===== config.mk =====
export PLATFORM = sky130hd
export DESIGN_NAME = nvm_wr_seq
export DESIGN_NICKNAME = d
export VERILOG_FILES = /design/src/rtl/nvm_pkg.sv /design/src/rtl/nvm_unlock.sv /design/src/rtl/nvm_timer.sv /design/src/rtl/nvm_array.sv /design/src/rtl/nvm_wr_seq.sv
export SDC_FILE = /design/constraint.sdc
export NUM_CORES = 2
export LEC_CHECK = 0
export CAP_MARGIN = 20
export CORE_ASPECT_RATIO = 0.8
export CORE_MARGIN = 2
export CORE_UTILIZATION = 49
export DETAILED_ROUTE_END_ITERATION = 8
export PLACE_DENSITY_LB_ADDON = 0.05
export SYNTH_ARGS = -nofsm -noshare
export SYNTH_HDL_FRONTEND = slang
export SYNTH_SLANG_ARGS = --single-unit

===== constraint.sdc =====
create_clock -name clk -period 4.5 [get_ports clk]
set_input_delay 0.45 -clock clk [delete_from_list [all_inputs] [get_ports clk]]
set_output_delay 0.45 -clock clk [all_outputs]
set_load 0.01 [all_outputs]

===== src/rtl/nvm_pkg.sv =====
// Shared definitions for the keyed nonvolatile write sequencer.
// Assumes a 16-bit register bus; the control-word bit positions are fixed.
package nvm_pkg;
    localparam int WORD_W     = 16;
    localparam int CTRL_START = 15;
    localparam int CTRL_WEN   = 14;
    localparam int CTRL_DONE  = 13;

    localparam logic [7:0] KEY_FIRST  = 8'h55;
    localparam logic [7:0] KEY_SECOND = 8'hAA;

    localparam logic [3:0] OP_ERASE = 4'h1;
    localparam logic [3:0] OP_WORD  = 4'h4;
    localparam logic [3:0] OP_BLOCK = 4'h5;

    typedef enum logic [2:0] {
        SEL_CTRL  = 3'd0,
        SEL_KEY   = 3'd1,
        SEL_ADDR  = 3'd2,
        SEL_MEM   = 3'd3,
        SEL_LATCH = 3'd4
    } reg_sel_e;

    typedef enum logic [1:0] {
        UL_IDLE  = 2'd0,
        UL_HALF  = 2'd1,
        UL_ARMED = 2'd2
    } unlock_e;

    function automatic logic op_known(input logic [3:0] op);
        return (op == OP_ERASE) || (op == OP_WORD) || (op == OP_BLOCK);
    endfunction
endpackage


===== src/rtl/nvm_unlock.sv =====
// Unlock tracker: follows the two-key order on bus writes.
// Assumes at most one bus write per cycle. Any write that is not the
// expected next step returns to idle; the armed state lasts for one write only.
module nvm_unlock
    import nvm_pkg::*;
(
    input  logic       clk,
    input  logic       rst_n,
    input  logic       bus_wr,
    input  logic [2:0] bus_sel,
    input  logic [7:0] key_byte,
    output logic       armed
);
    unlock_e st_q;
    logic    key_wr;

    assign key_wr = bus_wr && (bus_sel == SEL_KEY);

    // Advance or drop the key sequence on each bus write
    always_ff @(posedge clk) begin
        if (!rst_n) begin
            st_q <= UL_IDLE;
        end else if (bus_wr) begin
            case (st_q)
                UL_IDLE: st_q <= (key_wr && key_byte == KEY_FIRST)  ? UL_HALF  : UL_IDLE;
                UL_HALF: st_q <= (key_wr && key_byte == KEY_SECOND) ? UL_ARMED : UL_IDLE;
                default: st_q <= UL_IDLE;
            endcase
        end
    end

    assign armed = (st_q == UL_ARMED);
endmodule


===== src/rtl/nvm_timer.sv =====
// Cycle timer: holds busy for exactly CYCLE_CLKS clocks after a launch
// and flags the final busy cycle with finish. Assumes no launch while busy.
module nvm_timer #(
    parameter int CYCLE_CLKS = 100000,
    localparam int CNT_W     = $clog2(CYCLE_CLKS + 1)
) (
    input  logic clk,
    input  logic rst_n,
    input  logic launch,
    output logic busy,
    output logic finish
);
    logic [CNT_W-1:0] cnt_q;
    logic             busy_q;

    assign finish = busy_q && (cnt_q == '0);
    assign busy   = busy_q;

    // Load on launch, count down while busy, drop on the last cycle
    always_ff @(posedge clk) begin
        if (!rst_n) begin
            busy_q <= 1'b0;
            cnt_q  <= '0;
        end else if (launch) begin
            busy_q <= 1'b1;
            cnt_q  <= CNT_W'(CYCLE_CLKS - 1);
        end else if (finish) begin
            busy_q <= 1'b0;
        end else if (busy_q) begin
            cnt_q <= cnt_q - 1'b1;
        end
    end
endmodule


===== src/rtl/nvm_array.sv =====
// Word array with data latches. Latches are written from the bus. At launch
// the operation, address and all latches are captured; at finish the
// captured operation is applied (erase to ones, or AND-program one word or
// one latch-sized block). Assumes DEPTH is a multiple of LATCHES and larger.
module nvm_array
    import nvm_pkg::*;
#(
    parameter int DEPTH   = 64,
    parameter int LATCHES = 16,
    localparam int ADDR_W = $clog2(DEPTH),
    localparam int LAT_W  = $clog2(LATCHES)
) (
    input  logic              clk,
    input  logic              rst_n,
    input  logic              lat_we,
    input  logic [LAT_W-1:0]  lat_idx,
    input  logic [WORD_W-1:0] lat_data,
    input  logic              launch,
    input  logic [3:0]        op_in,
    input  logic [ADDR_W-1:0] addr_in,
    input  logic              finish,
    input  logic [ADDR_W-1:0] rd_addr,
    output logic [WORD_W-1:0] mem_rdata,
    output logic [WORD_W-1:0] lat_rdata
);
    logic [WORD_W-1:0] lat_q    [LATCHES];
    logic [WORD_W-1:0] snap_lat [LATCHES];
    logic [WORD_W-1:0] mem_w    [DEPTH];
    logic [3:0]        snap_op;
    logic [ADDR_W-1:0] snap_addr;

    // Bus writes into the data latches
    always_ff @(posedge clk) begin
        if (!rst_n) begin
            for (int i = 0; i < LATCHES; i++) lat_q[i] <= '1;
        end else if (lat_we) begin
            lat_q[lat_idx] <= lat_data;
        end
    end

    // Capture the operation, its target and the latch image at launch
    always_ff @(posedge clk) begin
        if (!rst_n) begin
            snap_op   <= '0;
            snap_addr <= '0;
            for (int i = 0; i < LATCHES; i++) snap_lat[i] <= '1;
        end else if (launch) begin
            snap_op   <= op_in;
            snap_addr <= addr_in;
            snap_lat  <= lat_q;
        end
    end

    for (genvar w = 0; w < DEPTH; w++) begin : g_word
        localparam logic [ADDR_W-1:0] WA = ADDR_W'(w);
        logic [WORD_W-1:0] word_q;
        logic              word_hit;
        logic              blk_hit;

        assign word_hit = (snap_addr == WA);
        assign blk_hit  = (snap_addr[ADDR_W-1:LAT_W] == WA[ADDR_W-1:LAT_W]);

        // Apply the captured operation to this word at finish
        always_ff @(posedge clk) begin
            if (!rst_n) begin
                word_q <= '1;
            end else if (finish) begin
                if (snap_op == OP_ERASE && word_hit)
                    word_q <= '1;
                else if ((snap_op == OP_WORD && word_hit) ||
                         (snap_op == OP_BLOCK && blk_hit))
                    word_q <= word_q & snap_lat[WA[LAT_W-1:0]];
            end
        end

        assign mem_w[w] = word_q;
    end

    assign mem_rdata = mem_w[rd_addr];
    assign lat_rdata = lat_q[rd_addr[LAT_W-1:0]];
endmodule


===== src/rtl/nvm_wr_seq.sv =====
// Keyed nonvolatile write sequencer top. It decodes the register bus, holds
// the control, enable, done and address state, gates the start through the
// unlock tracker and the enable bit, and times the background cycle.
// Assumes one bus write per cycle; reads are combinational from bus_sel.
module nvm_wr_seq
    import nvm_pkg::*;
#(
    parameter int DEPTH      = 64,
    parameter int LATCHES    = 16,
    parameter int CYCLE_CLKS = 100000,
    localparam int ADDR_W    = $clog2(DEPTH),
    localparam int LAT_W     = $clog2(LATCHES)
) (
    input  logic              clk,
    input  logic              rst_n,
    input  logic              bus_wr,
    input  logic [2:0]        bus_sel,
    input  logic [WORD_W-1:0] bus_wdata,
    input  logic [ADDR_W-1:0] bus_ptr,
    output logic [WORD_W-1:0] bus_rdata
);
    logic              wen_q;
    logic              done_q;
    logic [3:0]        op_q;
    logic [ADDR_W-1:0] addr_q;
    logic              armed;
    logic              start_q;
    logic              finish;
    logic              ctrl_wr;
    logic              launch;
    logic [WORD_W-1:0] mem_rdata;
    logic [WORD_W-1:0] lat_rdata;

    assign ctrl_wr = bus_wr && (bus_sel == SEL_CTRL);
    assign launch  = ctrl_wr && armed && bus_wdata[CTRL_START] && wen_q &&
                     !start_q && op_known(bus_wdata[3:0]);

    nvm_unlock u_unlock (
        .clk      (clk),
        .rst_n    (rst_n),
        .bus_wr   (bus_wr),
        .bus_sel  (bus_sel),
        .key_byte (bus_wdata[7:0]),
        .armed    (armed)
    );

    nvm_timer #(.CYCLE_CLKS(CYCLE_CLKS)) u_timer (
        .clk    (clk),
        .rst_n  (rst_n),
        .launch (launch),
        .busy   (start_q),
        .finish (finish)
    );

    nvm_array #(.DEPTH(DEPTH), .LATCHES(LATCHES)) u_array (
        .clk       (clk),
        .rst_n     (rst_n),
        .lat_we    (bus_wr && (bus_sel == SEL_LATCH)),
        .lat_idx   (bus_ptr[LAT_W-1:0]),
        .lat_data  (bus_wdata),
        .launch    (launch),
        .op_in     (bus_wdata[3:0]),
        .addr_in   (addr_q),
        .finish    (finish),
        .rd_addr   (addr_q),
        .mem_rdata (mem_rdata),
        .lat_rdata (lat_rdata)
    );

    // Software-owned control fields: enable and operation code
    always_ff @(posedge clk) begin
        if (!rst_n) begin
            wen_q <= 1'b0;
            op_q  <= '0;
        end else if (ctrl_wr) begin
            wen_q <= bus_wdata[CTRL_WEN];
            op_q  <= bus_wdata[3:0];
        end
    end

    // Sticky completion flag: hardware sets, a control write with the bit low clears
    always_ff @(posedge clk) begin
        if (!rst_n)
            done_q <= 1'b0;
        else if (finish)
            done_q <= 1'b1;
        else if (ctrl_wr && !bus_wdata[CTRL_DONE])
            done_q <= 1'b0;
    end

    // Address register: loaded directly or by the pointer of a latch write
    always_ff @(posedge clk) begin
        if (!rst_n)
            addr_q <= '0;
        else if (bus_wr && bus_sel == SEL_ADDR)
            addr_q <= bus_wdata[ADDR_W-1:0];
        else if (bus_wr && bus_sel == SEL_LATCH)
            addr_q <= bus_ptr;
    end

    // Read multiplexer for the selected register
    always_comb begin
        case (bus_sel)
            SEL_CTRL:  bus_rdata = {start_q, wen_q, done_q, 9'd0, op_q};
            SEL_ADDR:  bus_rdata = WORD_W'(addr_q);
            SEL_MEM:   bus_rdata = mem_rdata;
            SEL_LATCH: bus_rdata = lat_rdata;
            default:   bus_rdata = '0;
        endcase
    end
endmodule


== Yosys cells after proc, flatten, opt, wreduce, memory -nomap -nowiden ==
Cells that the tools add are included.

* Bits of input ports: 28
* Output and inout port bits: 16
* Word-level logic and storage cells: 765
* Flip-flop bits (word level): 1578

* Reductions and logical operators: 354
* Equal/unequal tests: 81
* Magnitude comparators: 4
* $add $sub $neg: 1
* Bitwise gates (word level): 69
* Mux-type cells: 150

{| class="wikitable"
|+ Operator list
! cell !! count
|-
| $mux W16 || 133
|-
| $and A16 B16 Y16 || 64
|-
| $bwmux W256 || 1
|-
| $eq A6 B6 Y1 const B || 32
|-
| $logic_and A1 B1 Y1 || 146
|-
| $reduce_bool A2 Y1 || 68
|-
| $reduce_and A2 Y1 || 66
|-
| $bmux W16 S6 || 1
|-
| $eq A6 B5 Y1 const B || 16
|-
| $logic_or A1 B1 Y1 || 66
|-
| $bmux W16 S4 || 1
|-
| $demux W16 S4 || 1
|-
| $pmux W16 S4 || 1
|-
| $mux W17 || 3
|-
| $eq A6 B4 Y1 const B || 8
|-
| $eq A6 B3 Y1 const B || 4
|-
| $logic_not A17 Y1 || 1
|-
| $sub A17 B1 Y17 const B || 1
|-
| $eq A4 B3 Y1 const B || 4
|-
| $eq A6 B2 Y1 const B || 2
|-
| $mux W6 || 2
|-
| $ge A5 B5 Y1 const B || 2
|-
| $not A4 Y5 || 2
|-
| $eq A4 B1 Y1 const B || 2
|-
| other kinds (21) || 32
|}

== Logic depth before layout (Yosys ltp) ==
* Depth in word-level cells: 9
* Gate-level depth with buffers: 10
* Depth with buffers taken out: 6

== Hierarchy ==
A second synthesis with hierarchy kept.

* Cell total of the unflattened synthesis: 6562
* Area total of the unflattened synthesis: 62657.6 µm²

{| class="wikitable"
|+ By module, submodules not included
! module !! seq. area each (µm²) !! times used !! area each (µm²) !! cells an instance
|-
| nvm_array || 30949.7 || 1 || 60585.6 || 6325
|-
| nvm_timer || 360.3 || 1 || 1009.7 || 117
|-
| nvm_wr_seq || 240.2 || 1 || 913.4 || 104
|-
| nvm_unlock || 40.0 || 1 || 148.9 || 16
|}

== Worst setup path after synthesis ==
Ideal clock, no wire load.

* Kind: reg2out
* From: reg addr_q[1]
* To: out bus_rdata[15]
* Path slack: 1.710 ns
* Buffers on the path: 3
* Stages on the path, launching flop included: 9
* Arrival time: 2.340 ns
* Required time: 4.050 ns
* Path through: dfxtp_1 buf_2 buf_2 buf_1 mux4_2 a22oi_1 a21oi_1 a2111oi_0 o21ai_0

* Longest elaborated chain between the ends: 5
* Elaborated cells on any way between the ends: 9
* Those cells by class: mux: 7; bitwise: 2

{| class="wikitable"
|+ Ends and longest elaborated chain
! element !! RTL line !! text
|-
| start, declared || nvm_wr_seq.sv:25 || <nowiki>logic [ADDR_W-1:0] addr_q;</nowiki>
|-
| start signal, assigned || nvm_wr_seq.sv:96 || <nowiki>addr_q <= bus_wdata[ADDR_W-1:0];</nowiki>
|-
| start signal, assigned || nvm_wr_seq.sv:98 || <nowiki>addr_q <= bus_ptr;</nowiki>
|-
| $not A6 Y7 (not written as such) / $not A4 Y5 (equally long branches) || nvm_array.sv:79, nvm_array.sv:80 ||
|-
| $bmux W16 S6 / $bmux W16 S4 (equally long branches) || nvm_array.sv:79, nvm_array.sv:80 ||
|-
| $mux W16 (on tied branches) (2 in a row) || nvm_array.sv:79, nvm_array.sv:80 ||
|-
| $pmux W16 S4 * || nvm_wr_seq.sv:103 || <nowiki>case (bus_sel)</nowiki>
|-
| end, declared || nvm_wr_seq.sv:20 || <nowiki>output logic [WORD_W-1:0] bus_rdata</nowiki>
|}

Every way passes the cells marked *; elsewhere a longest branch is shown, timed or not. The select of a mux whose other input is x is not followed.

== Final worst setup path ==
* From: reg addr_q[1]
* To: out bus_rdata[3]

The elaborated chain is that of the path after synthesis.

==> run metrics <==
Leak Pwr 25.5 nW; initial antenna violation count 31; top_reg_cell synth dfxtp_1; final hold vios 0; Cell Area, Placed 0.0661 mm^2; Pwr Total 28.9 mW; CTS root buffer clkbuf_16; gpl congestion ~1.0; CTS sink cnt between 1.5k and 2k; worst min path class flip-flop to flip-flop; Layout area overhead 15.9%; final WL 286,000 um; maxcap violations 0; status finished clean; sequential share of the synthesized area 51.0%; CP arrival a little over 4 ns; largest net degree at the start of global routing ~210; RSZ-0062 raised after global routing no; P per Cell Area 403 mW/mm^2; Mapped Area 0.0619 mm^2; latest clock arrival within the worst-skew pair 0.81 ns; EDFF count, synth 0; num rows 116; Avg Cell Area, Syn 9.03 um^2; Starting DRT DRC Count 9,893; Die Ht 322 um; worst slew pin tran 1.31 ns; Clk pin slew, worst setup/hold paths around 0.070 ns; Slew HR around an eighth; Mapped Nets 6,886; CP Depth 8; drt first pass iters 7; vias in the first global route 51.8k; final instance area between 0.07 and 0.08 mm^2; Boundary Pins 44; Peak supply drop 0.000364 V; Die W 402 um; Max Clk Rate 223 MHz; count of final setup violators 0; slowest CP cell o211ai_1; core area roughly 0.13 mm^2; Initial Util about half; fin nets 6,797; ys async rst share 0%; crit path cell chain buf_6 > buf_4 > nor2b_1 > a22oi_1 > a31oi_1 > a211oi_1 > o211ai_1 > clkdlybuf4s50_1; Via-to-Cell Ratio ~6.7; die area between 0.1 and 0.15 mm^2; Max Slew Vio Count 0; clk buf depth 3; Yosys warnings 0; Critical Path Sink Type output pin; Post-route DRC 0; H-Tree Depth 4; CTS Buf Count 156; #FFs+latches synth 1,578; CP bufs+invs 3; synth unique cells 71; WHS Path Cells 2; Max FO, Critical Path 13; final setup TNS 0 ns; vias roughly 57k; fin crit share 99.9%; Crit Path Class flip-flop to output pin; total grt overflow 0; Worst EP required about 4.1 ns; minimum clock period around 4.5 ns; Final HPWL DP 185,000 um; final setup margin 0.00639 ns; TritonCTS clock tree done; Critical Path Max Stage Delay 0.69 ns; first-pass GRT wire length 396,000 um; fraction of layout cells with a size suffix above 1 14.2%; GRT Util Overall 43.2%; WHS 0.458 ns; Worst Skew 0.0351 ns; dpl ws 0.416 ns; Post-Synthesis Cells approximately 6.9k; FF-to-FF path depth 5; Routed Antenna Nets 0; CP startpoint kind flip-flop; Avg WL per Cell between 30 and 40 um; Top delay family on crit path buffers and inverters; port buffer count 43
## per-stage QoR
stage | util, % | cells
finish | 57.3 | 8552
global route | 57.3 | 8540
CTS | 57.0 | 8524
detailed placement | 52.8 | 8240
global placement | 52.7 | 8235
floorplan | - | 6857
## routing by layer
layer | vias up | GRT usage, % | wire length (um)
li1 | 23800 | - | -
met5 | - | 0 | 148
met2 | 4551 | 59.1 | 114000
met1 | 28200 | 59.1 | 111000
met3 | 851 | 16.2 | 44400
met4 | 22 | 22.8 | 16800
## registers in the layout, indices dropped and copies added, names as in the netlist, 2 cells and up
| register | cells |
|---|---|
| u_array.snap_lat | 256 |
| u_timer.cnt_q | 17 |
| u_unlock.st_q | 2 |
| u_array.g_word.word_q | 1024 |
| u_array.lat_q | 256 |
| addr_q | 6 |
| u_array.snap_addr | 6 |
| u_array.snap_op | 4 |
| op_q | 4 |
## cell type report
| cell class | instances | area (um^2) |
|---|---|---|
| antenna | 14 | 35.0 |
| clock buffer | 236 | 4690 |
| clock inverter | 40 | 544 |
| fill | 11000 | 53500 |
| inverter | 15 | 58.8 |
| multi-input combinational | 4762 | 30100 |
| sequential | 1578 | 31600 |
| tap | 1652 | 2070 |
| timing repair buffer | 255 | 2650 |
## worst reg2reg max path, cell delays in order (launching register included)
cell       delay, ns
dfxtp_1         1.01
or4bb_1         0.71
nor4_1          0.42
o2111ai_4       0.67
o21ai_0         0.46
nand2_1         0.08
## cells by family after synthesis
| kind of cell | after synthesis | synth area share (%) |
|---|---|---|
| xor gates and xnor gates | 9 | 0.127 |
| AOI/OAI and AO/OA | 1359 | 12.0 |
| DFF | 1578 | 51.0 |
| buffers and inverters | 517 | 3.38 |
| muxes | 402 | 12.9 |
| adders and majority gates | 4 | 0.0687 |
| and+or+nand+nor | 2988 | 20.5 |
## Yosys cell counts, types with 13 or more instances
| cell | n | area share [%] |
|---|---|---|
| nand3_1 | 550 | 4.4 |
| a22oi_1 | 32 | 0.39 |
| o21ai_0 | 983 | 7.9 |
| nor2_1 | 62 | 0.38 |
| mux2i_1 | 51 | 0.82 |
| o221ai_1 | 16 | 0.23 |
| a21oi_1 | 100 | 0.81 |
| nor2b_1 | 13 | 0.13 |
| nand4_1 | 13 | 0.13 |
| buf_1 | 18 | 0.11 |
| nor3_1 | 31 | 0.25 |
| a221oi_1 | 13 | 0.18 |
| dfxtp_1 | 1578 | 51 |
| clkbuf_1 | 371 | 2.2 |
| mux4_2 | 315 | 11 |
| o2111ai_1 | 62 | 0.88 |
| buf_2 | 108 | 0.87 |
| inv_1 | 14 | 0.085 |
| o22ai_1 | 23 | 0.23 |
| o21ai_1 | 71 | 0.57 |
| nor4_1 | 69 | 0.70 |
| nand2b_1 | 17 | 0.17 |
| nand2_1 | 2148 | 13 |
| mux2_2 | 36 | 0.65 |
## placed cells by master, fill, tap and decap left out, types with 7 or more instances in the layout
cell and count:
bufinv_16 11, nor4_4 7, nor4_1 67, a22oi_1 32
nand2_1 2148, mux4_2 315, nor2b_1 13, inv_1 13
nand2b_1 17, mux2_2 36, a31oi_1 11, nor3_1 27
o221ai_1 16, buf_12 31, a211oi_1 8, o22ai_1 23
mux2i_1 51, nor3b_1 9, o211ai_1 11, xnor2_1 8
clkdlybuf4s50_1 42, buf_4 164, a221oi_1 13, a21oi_1 37
o2111ai_4 57, clkbuf_1 36, clkbuf_16 160, o21ai_0 982
buf_16 10, o21ai_1 71, or3_1 9, a21oi_4 63
nand4_1 13, dfxtp_1 1572, clkinv_2 16, nand3_1 548
diode_2 14, clkbuf_8 40, nor2_1 57
## where the power goes
group | switching, mW | internal [mW] | total [mW]
logic | 0.990 | 0.341 | 1.33
clock network | 5.79 | 7.82 | 13.6
registers | 0.0335 | 14.0 | 14.0
total | 6.81 | 22.1 | 28.9
## repair_timing
item | in CTS | in global routing
hold buffers | 1 | 0
endpoints found under the setup margin | 15 | 6
pin swaps | 0 | 1
setup buffers | 7 | 3
endpoints found under the hold margin | 32 | 0
gates resized for setup | 3 | 3
## final timing paths
kind                                      from                            to  slack [ns]
hold / removal    u_array.g_word[49].word_q[9]  u_array.g_word[49].word_q[9]        0.46
setup reg to reg          u_array.snap_addr[2]  u_array.g_word[28].word_q[2]        0.98
setup / recovery                     addr_q[1]                  bus_rdata[3]       0.006
hold reg to reg   u_array.g_word[49].word_q[9]  u_array.g_word[49].word_q[9]        0.46
(Power assumes the default switching activity.)
